===== src/rtl/bmc_tx_pkg.sv =====
package bmc_tx_pkg;
  localparam int SMP_W      = 24;
  localparam int SLOT_N     = 32;
  localparam int STATE_N    = 2 * SLOT_N;
  localparam int ST_W       = $clog2(STATE_N);
  localparam int PRE_SLOTS  = 4;
  localparam int PRE_STATES = 2 * PRE_SLOTS;
  localparam int SMP_SLOT0  = PRE_SLOTS;
  localparam int V_SLOT     = SMP_SLOT0 + SMP_W;
  localparam int U_SLOT     = V_SLOT + 1;
  localparam int C_SLOT     = V_SLOT + 2;
  localparam int P_SLOT     = V_SLOT + 3;
  localparam int SHORT_ZERO = 8;

  typedef struct packed {
    logic [SMP_W-1:0] smp;
    logic             v;
    logic             u;
    logic             c;
  } chan_t;

  typedef enum logic [1:0] {PRE_B = 2'd0, PRE_M = 2'd1, PRE_W = 2'd2} pre_e;

  // Preamble state patterns for a previous line level of 0, first state in bit 7.
  function automatic logic [7:0] pre_bits(pre_e k);
    case (k)
      PRE_B:   return 8'b1110_1000;
      PRE_M:   return 8'b1110_0010;
      default: return 8'b1110_0100;
    endcase
  endfunction
endpackage


===== src/rtl/bmc_tx_timing.sv =====
module bmc_tx_timing
  import bmc_tx_pkg::*;
#(
  parameter int FRAMES      = 192,
  parameter int FLAG_FRAMES = 32,
  parameter int FLAG_DELAY  = 4
) (
  input  logic            clk,
  input  logic            rst_n,
  input  logic            hold,
  input  logic            tick,
  output logic [ST_W-1:0] st,
  output logic            sub,
  output logic            frame_zero,
  output logic            blk_q
);
  localparam int FW = $clog2(FRAMES);

  logic [FW-1:0] frame;
  logic          last_st;
  logic          flag_pt;

  assign last_st    = (st == ST_W'(STATE_N - 1));
  assign frame_zero = (frame == '0);
  assign flag_pt    = sub && (st == ST_W'(FLAG_DELAY));

  always_ff @(posedge clk or negedge rst_n) begin
    if (!rst_n) begin
      st    <= '0;
      sub   <= 1'b0;
      frame <= '0;
    end else if (hold) begin
      st    <= '0;
      sub   <= 1'b0;
      frame <= '0;
    end else if (tick) begin
      st <= st + 1'b1;
      if (last_st) begin
        sub <= ~sub;
        if (sub) frame <= (frame == FW'(FRAMES - 1)) ? '0 : frame + 1'b1;
      end
    end
  end

  always_ff @(posedge clk or negedge rst_n) begin
    if (!rst_n)                    blk_q <= 1'b1;
    else if (hold)                 blk_q <= 1'b1;
    else if (tick && flag_pt) begin
      if (frame_zero)                       blk_q <= 1'b1;
      else if (frame == FW'(FLAG_FRAMES))   blk_q <= 1'b0;
    end
  end
endmodule


===== src/rtl/bmc_tx_payload.sv =====
module bmc_tx_payload
  import bmc_tx_pkg::*;
(
  input  chan_t             ch,
  input  logic              short_w,
  output logic [SLOT_N-1:0] word
);
  assign word[PRE_SLOTS-1:0] = '0;

  for (genvar i = 0; i < SMP_W; i++) begin : g_smp
    if (i < SHORT_ZERO) begin : g_mask
      assign word[SMP_SLOT0+i] = ch.smp[i] & ~short_w;
    end else begin : g_pass
      assign word[SMP_SLOT0+i] = ch.smp[i];
    end
  end

  assign word[V_SLOT] = ch.v;
  assign word[U_SLOT] = ch.u;
  assign word[C_SLOT] = ch.c;
  assign word[P_SLOT] = ^word[C_SLOT:SMP_SLOT0];
endmodule


===== src/rtl/bmc_tx_encoder.sv =====
module bmc_tx_encoder
  import bmc_tx_pkg::*;
(
  input  logic              clk,
  input  logic              rst_n,
  input  logic              hold,
  input  logic              tick,
  input  logic [ST_W-1:0]   st,
  input  pre_e              kind,
  input  logic [SLOT_N-1:0] word,
  output logic              lvl
);
  logic            pre_pol;
  logic            pol;
  logic            nxt;
  logic [7:0]      pat;
  logic [ST_W-2:0] slot;

  always_comb begin
    slot = st[ST_W-1:1];
    pat  = pre_bits(kind);
    pol  = (st == '0) ? lvl : pre_pol;
    if (st < ST_W'(PRE_STATES))   nxt = pat[3'd7 - st[2:0]] ^ pol;
    else if (!st[0])              nxt = ~lvl;
    else                          nxt = word[slot] ? ~lvl : lvl;
  end

  always_ff @(posedge clk or negedge rst_n) begin
    if (!rst_n) begin
      lvl     <= 1'b0;
      pre_pol <= 1'b0;
    end else if (hold) begin
      lvl     <= 1'b0;
      pre_pol <= 1'b0;
    end else if (tick) begin
      lvl <= nxt;
      if (st == '0) pre_pol <= lvl;
    end
  end
endmodule


===== src/rtl/bmc_subframe_tx.sv =====
module bmc_subframe_tx
  import bmc_tx_pkg::*;
#(
  parameter int FRAMES      = 192,
  parameter int FLAG_FRAMES = 32,
  parameter int FLAG_DELAY  = 4
) (
  input  logic             clk,
  input  logic             rst_n,
  input  logic             state_tick,
  input  logic             timing_rst,
  input  logic             mute,
  input  logic             frm_valid,
  output logic             frm_ready,
  input  logic [SMP_W-1:0] frm_left_smp,
  input  logic             frm_left_v,
  input  logic             frm_left_u,
  input  logic             frm_left_c,
  input  logic [SMP_W-1:0] frm_right_smp,
  input  logic             frm_right_v,
  input  logic             frm_right_u,
  input  logic             frm_right_c,
  input  logic             frm_short,
  output logic             line_p,
  output logic             line_n,
  output logic             blk_start
);
  localparam chan_t FILL_CH = '{smp: '0, v: 1'b1, u: 1'b0, c: 1'b0};

  logic              hold_i;
  logic [ST_W-1:0]   st;
  logic              sub;
  logic              frame_zero;
  logic              blk_q;
  logic              lvl;
  logic              accept;
  logic              load;
  logic              hold_full;
  chan_t             in_l, in_r, hold_l, hold_r, cur_l, cur_r, sel_ch;
  logic              hold_s, cur_s;
  pre_e              kind;
  logic [SLOT_N-1:0] word;

  assign hold_i    = timing_rst | mute;
  assign in_l      = '{smp: frm_left_smp,  v: frm_left_v,  u: frm_left_u,  c: frm_left_c};
  assign in_r      = '{smp: frm_right_smp, v: frm_right_v, u: frm_right_u, c: frm_right_c};
  assign frm_ready = ~hold_full;
  assign accept    = frm_valid & ~hold_full;
  assign load      = state_tick & ~hold_i & (st == '0) & ~sub;

  always_ff @(posedge clk or negedge rst_n) begin
    if (!rst_n) begin
      hold_full <= 1'b0;
      hold_l    <= '0;
      hold_r    <= '0;
      hold_s    <= 1'b0;
    end else if (accept) begin
      hold_full <= 1'b1;
      hold_l    <= in_l;
      hold_r    <= in_r;
      hold_s    <= frm_short;
    end else if (load) begin
      hold_full <= 1'b0;
    end
  end

  always_ff @(posedge clk or negedge rst_n) begin
    if (!rst_n) begin
      cur_l <= FILL_CH;
      cur_r <= FILL_CH;
      cur_s <= 1'b0;
    end else if (load) begin
      cur_l <= hold_full ? hold_l : FILL_CH;
      cur_r <= hold_full ? hold_r : FILL_CH;
      cur_s <= hold_full & hold_s;
    end
  end

  assign sel_ch = sub ? cur_r : cur_l;
  assign kind   = sub ? PRE_W : (frame_zero ? PRE_B : PRE_M);

  bmc_tx_timing #(
    .FRAMES(FRAMES), .FLAG_FRAMES(FLAG_FRAMES), .FLAG_DELAY(FLAG_DELAY)
  ) u_timing (
    .clk(clk), .rst_n(rst_n), .hold(hold_i), .tick(state_tick),
    .st(st), .sub(sub), .frame_zero(frame_zero), .blk_q(blk_q)
  );

  bmc_tx_payload u_payload (.ch(sel_ch), .short_w(cur_s), .word(word));

  bmc_tx_encoder u_enc (
    .clk(clk), .rst_n(rst_n), .hold(hold_i), .tick(state_tick),
    .st(st), .kind(kind), .word(word), .lvl(lvl)
  );

  assign line_p    = ~mute & (timing_rst | lvl);
  assign line_n    = ~mute & ~timing_rst & ~lvl;
  assign blk_start = blk_q | hold_i;
endmodule


===== config.mk =====
export PLATFORM = sky130hd
export DESIGN_NAME = bmc_subframe_tx
export DESIGN_NICKNAME = d
export VERILOG_FILES = /design/src/rtl/bmc_tx_pkg.sv /design/src/rtl/bmc_tx_timing.sv /design/src/rtl/bmc_tx_payload.sv /design/src/rtl/bmc_tx_encoder.sv /design/src/rtl/bmc_subframe_tx.sv
export SDC_FILE = /design/constraint.sdc
export NUM_CORES = 1
export LEC_CHECK = 0
export BUFFER_PORTS_ARGS = -buffer_cell sky130_fd_sc_hd__buf_2
export CORE_MARGIN = 2
export CORE_UTILIZATION = 36
export CTS_CLUSTER_SIZE = 25
export DETAILED_ROUTE_END_ITERATION = 6
export PLACE_DENSITY = 0.58
export SYNTH_ARGS = -nofsm -noshare
export SYNTH_HDL_FRONTEND = slang
export SYNTH_HIERARCHICAL = 1
export SYNTH_SLANG_ARGS = --single-unit
export TNS_END_PERCENT = 100

===== constraint.sdc =====
create_clock -name clk -period 3.9 [get_ports clk]
set_input_delay 0.39 -clock clk [delete_from_list [all_inputs] [get_ports clk]]
set_output_delay 0.39 -clock clk [all_outputs]
set_load 0.02 [all_outputs]

* Word level (Yosys, flattened, before mapping)
Cells that the tools add are included.
W data, S select, Z words.
** Storage, ports and cells
- Register bits after elaboration :: 129
- Input bits :: 61
- Output and inout bits :: 4
- Logic and storage cells :: 114
** Cells by class
- Add/subtract/negate cells :: 3
- $lt $le $gt $ge :: 3
- Equality and inequality tests :: 6
- Muxes and demuxes :: 34
- Bitwise logic cells :: 27
- Reductions and logical operators :: 16
** Operator list (count)
- $mux W27 :: 3
- $mux W8 :: 5
- $reduce_xor A27 Y1 :: 1
- $mux W1 :: 20
- $and A1 B1 Y1 :: 16
- $mux W6 :: 2
- $reduce_bool A2 Y1 :: 5
- $add A8 B1 Y8 const B :: 1
- $eq A8 B6 Y1 const B :: 1
- $eq A8 B8 Y1 const B :: 1
- $logic_not A8 Y1 :: 1
- $pmux W4 S2 :: 1
- $not A1 Y1 :: 7
- $add A6 B1 Y6 const B :: 1
- $eq A6 B3 Y1 const B :: 1
- $eq A6 B6 Y1 const B :: 1
- $logic_not A6 Y1 :: 1
- $lt A5 B6 Y1 const B :: 1
- $lt A6 B4 Y1 const B :: 1
- $reduce_and A2 Y1 :: 3
- $bmux W1 S5 :: 1
- $lt A3 B4 Y1 const B :: 1
- $ne A4 B2 Y1 const B :: 1
- $bmux W1 S3 :: 1
- 9 further kinds :: 12

* Depth between registers and ports, before layout
- Word-level depth :: 11
- Mapped depth :: 15
- Gate-level depth less buffers :: 13

* By module
The synthesis kept the hierarchy.
** Modules (own cells, without submodules)
- bmc_subframe_tx :: times used 1, cells an instance 418, area an instance 4810.9 um^2, seq. area each 2780.2 um^2
- bmc_tx_timing :: times used 1, cells an instance 95, area an instance 898.4 um^2, seq. area each 401.6 um^2
- bmc_tx_encoder :: times used 1, cells an instance 54, area an instance 508.0 um^2, seq. area each 50.0 um^2
- bmc_tx_payload :: times used 1, cells an instance 59, area an instance 466.7 um^2, seq. area each 0.0 um^2

* Worst setup path after synthesis
No wires, ideal clock.
- Kind :: reg-to-reg
- Start :: reg u_timing.sub
- End :: reg u_enc.lvl
- Setup time :: 0.120 ns
- Arrival :: 2.921 ns
- Required time :: 3.780 ns
- Setup slack :: 0.859 ns
- Stages on the path, launching flop included :: 15
- Buffers on the path :: 2
- Clock period less this slack :: 3.041 ns
- Cells stage by stage :: dfrtp_1 buf_2 clkbuf_1 o21ai_0 xor2_1 xnor2_1 xnor2_1 xnor3_1 xnor2_1 mux2i_1 a31oi_1 a211oi_2 o31ai_2 a311oi_1 a41o_1
** RTL lines
- start: declaration :: line bmc_tx_timing.sv:13 : output logic sub,
- start signal: assignment :: line bmc_tx_timing.sv:39 : sub <= ~sub;
- end signal: assignment :: line bmc_tx_encoder.sv:36 : lvl <= nxt;
- end: declaration :: line bmc_tx_encoder.sv:11 : output logic lvl

==> summary.md <==
| Metric | Value |
|---|---|
| Die width | 140 um |
| Layout Skew | roughly 0.0066 ns |
| Crit Path Max Fanout | 31 |
| Most common cell after layout, fill and taps aside | dfrtp_1 |
| I/O Buffers | 64 |
| CTS clock-pin slew for the worst setup and hold paths | ~0.060 ns |
| Reg-to-reg startpoint | u_timing/sub |
| Largest net degree at the start of global routing | 72 |
| Number of diodes | 0 |
| WL final | 13000 um |
| Actual slew at the worst max-slew pin | slightly below 0.9 ns |
| Via density per instance | 4.86 |
| Clk buf depth | 2 |
| Vias in the first global route | between 4k and 5k |
| Core Region | approximately 18000 um2 |
| Final setup violation count | 0 |
| Period minus WS final | between 3 and 4 ns |
| FP Rows | between 40 and 50 |
| Worst EP required | about 4.2 ns |
| DRC | 0 |
| DR iter-0 viols | between 200 and 300 |
| Max-Cap Viols | 0 |
| Synthesized instance count | between 600 and 700 |
| Worst-Skew Late Latency | roughly 0.42 ns |
| Area of the die | slightly below 20000 um2 |
| Critical Path Source Type | flip-flop |
| Global route overflow | 0 |
| Fraction of layout cells with a size suffix above 1 | 25.8% |
| WL per Instance | between 10 and 15 um |
| Clock tree from TritonCTS | built |
| CP Capture Type | flip-flop |
| Crit path kind | flip-flop to flip-flop |
| Synth Area per Inst | 10.7 um2 |
| Arrival time at the worst endpoint | between 3 and 4 ns |
| Final nets | 726 |
| Util after Layout | roughly 43% |
| Clock root cell | clkbuf_16 |
| Total track usage | between 10% and 20% |
| # resized after CTS | 0 |
| Dpl hpwl | 9020 um |
| Hold Fails Final Rpt | 0 |
| Pleak | approximately 3.7 nW |
| Sink Count | between 100 and 150 |
| H-tree Lvls | 4 |
| Most frequent cells in the layout | 125 x dfrtp_1, 88 x nand2_1, 63 x mux2i_1, 63 x buf_2, 61 x inv_1 |
| Maximum vdd drop | 0.381 mV |
| RePlAce Congestion | about 0.85 |
| Final Max Tran Viols | 0 |
| Worst min path class | primary input to asynchronous set/reset pin |
| IO Count | 65 |
| Cell Pwr Density | 788 nW/um2 |
| Setup Total Neg Slack | 0 ns |
| First drt pass iteration count | 5 |
| RSZ-0062 raised after global routing | no |
| Post-Syn Area | around 6700 um2 |
| First-pass GRT wire length | 22600 um |
| # hold bufs at CTS | 0 |
| Via Count | 4385 |
| Filler cell count | roughly 1.8k |
| Status | finished clean |
| Routed Antenna Nets | 0 |
| YS warnings | 6 |
| Area growth syn-to-layout | 15.4% |
| Max_slew headroom | approximately two fifths |
| Beginning of the critical path | u_timing/sub |
| Setup bufs post-CTS | 0 |
| DIE HEIGHT | 140 um |
| Syn nets | between 600 and 700 |
| Period utilization | 83.4% |
| Antenna violations before repair | 0 |
| Maximum clock frequency | between 300 and 400 MHz |
| Initial Util | between 30 and 40% |
| Total power | slightly above 0.006 W |
| Num CTS Buffers | 17 |
[through the flow]
step	cells	setup WS (ns)	hold WS [ns]	instance area (um2)
after detailed placement	871	0.648	0.498	7020
after global routing	903	0.275	0.0959	7670
after CTS	903	0.639	0.0544	7670
after floorplan	621	0.859	0.0944	6650
final	903	0.649	0.0400	7670
after global placement	871	0.784	0.491	7020
[per-layer routing]
layer | global-route usage [%] | share of wire, % | vias up | routed length (um)
met4 | 4.79 | 1.1 | 0 | 150
met3 | 4.31 | 4.0 | 13 | 525
li1 | - | - | 2127 | -
met1 | 18.2 | 47 | 2170 | 6120
met2 | 23.2 | 48 | 75 | 6250
met5 | 0 | 0 | - | 0
[sequential cells by signal, summed over array words and instances (netlist names)]
name	flops
hold_l	27
cur_l	27
hold_s	1
u_timing/frame	8
u_enc/pre_pol	1
hold_full	1
cur_r	27
u_timing/sub	1
u_timing/st	6
u_timing/blk_q	1
u_enc/lvl	1
cur_s	1
hold_r	27
[worst paths after layout]
| kind | slack, ns | endpoint | cells after the start |
|---|---|---|---|
| max in group asynchronous | 3.00 | u_timing/blk_q | 2 |
| max reg2reg | 0.65 | u_enc/lvl | 13 |
| min reg2reg | 0.50 | hold_l[7] | 1 |
| min in group clk | 0.19 | hold_r[17] | 2 |
| min | 0.04 | hold_full | 1 |
| max | 0.65 | u_enc/lvl | 13 |
[where the power goes]
group	internal [W]	switching (W)	total, W
clock network	0.00115	0.000605	0.00176
registers	0.00193	0.000305	0.00224
logic	0.00110	0.000956	0.00206
total	0.00418	0.00187	0.00605
[area by class of cell]
type | instances | area, um2 | share of cell area [%]
flip-flops and latches | 129 | 3230 | 42.1
multi-input cells | 380 | 2850 | 37.2
clock buffers | 19 | 443 | 5.77
repair buffers | 72 | 420 | 5.48
well taps | 229 | 287 | 3.73
inverters | 61 | 229 | 2.98
clock inverters | 13 | 209 | 2.72
[critical path, stage by stage, from the launching register on]
cell and delay, ns:
dfrtp_1 0.50, buf_12 0.22, o21ai_0 0.31, xor2_1 0.22, xnor2_1 0.11, xnor2_1 0.21
xnor3_1 0.35, xnor2_1 0.15, mux2i_1 0.09, a31oi_1 0.24, a211oi_2 0.10, o31ai_2 0.29
a311oi_1 0.13, a41o_1 0.21
(Power assumes the default switching activity.)
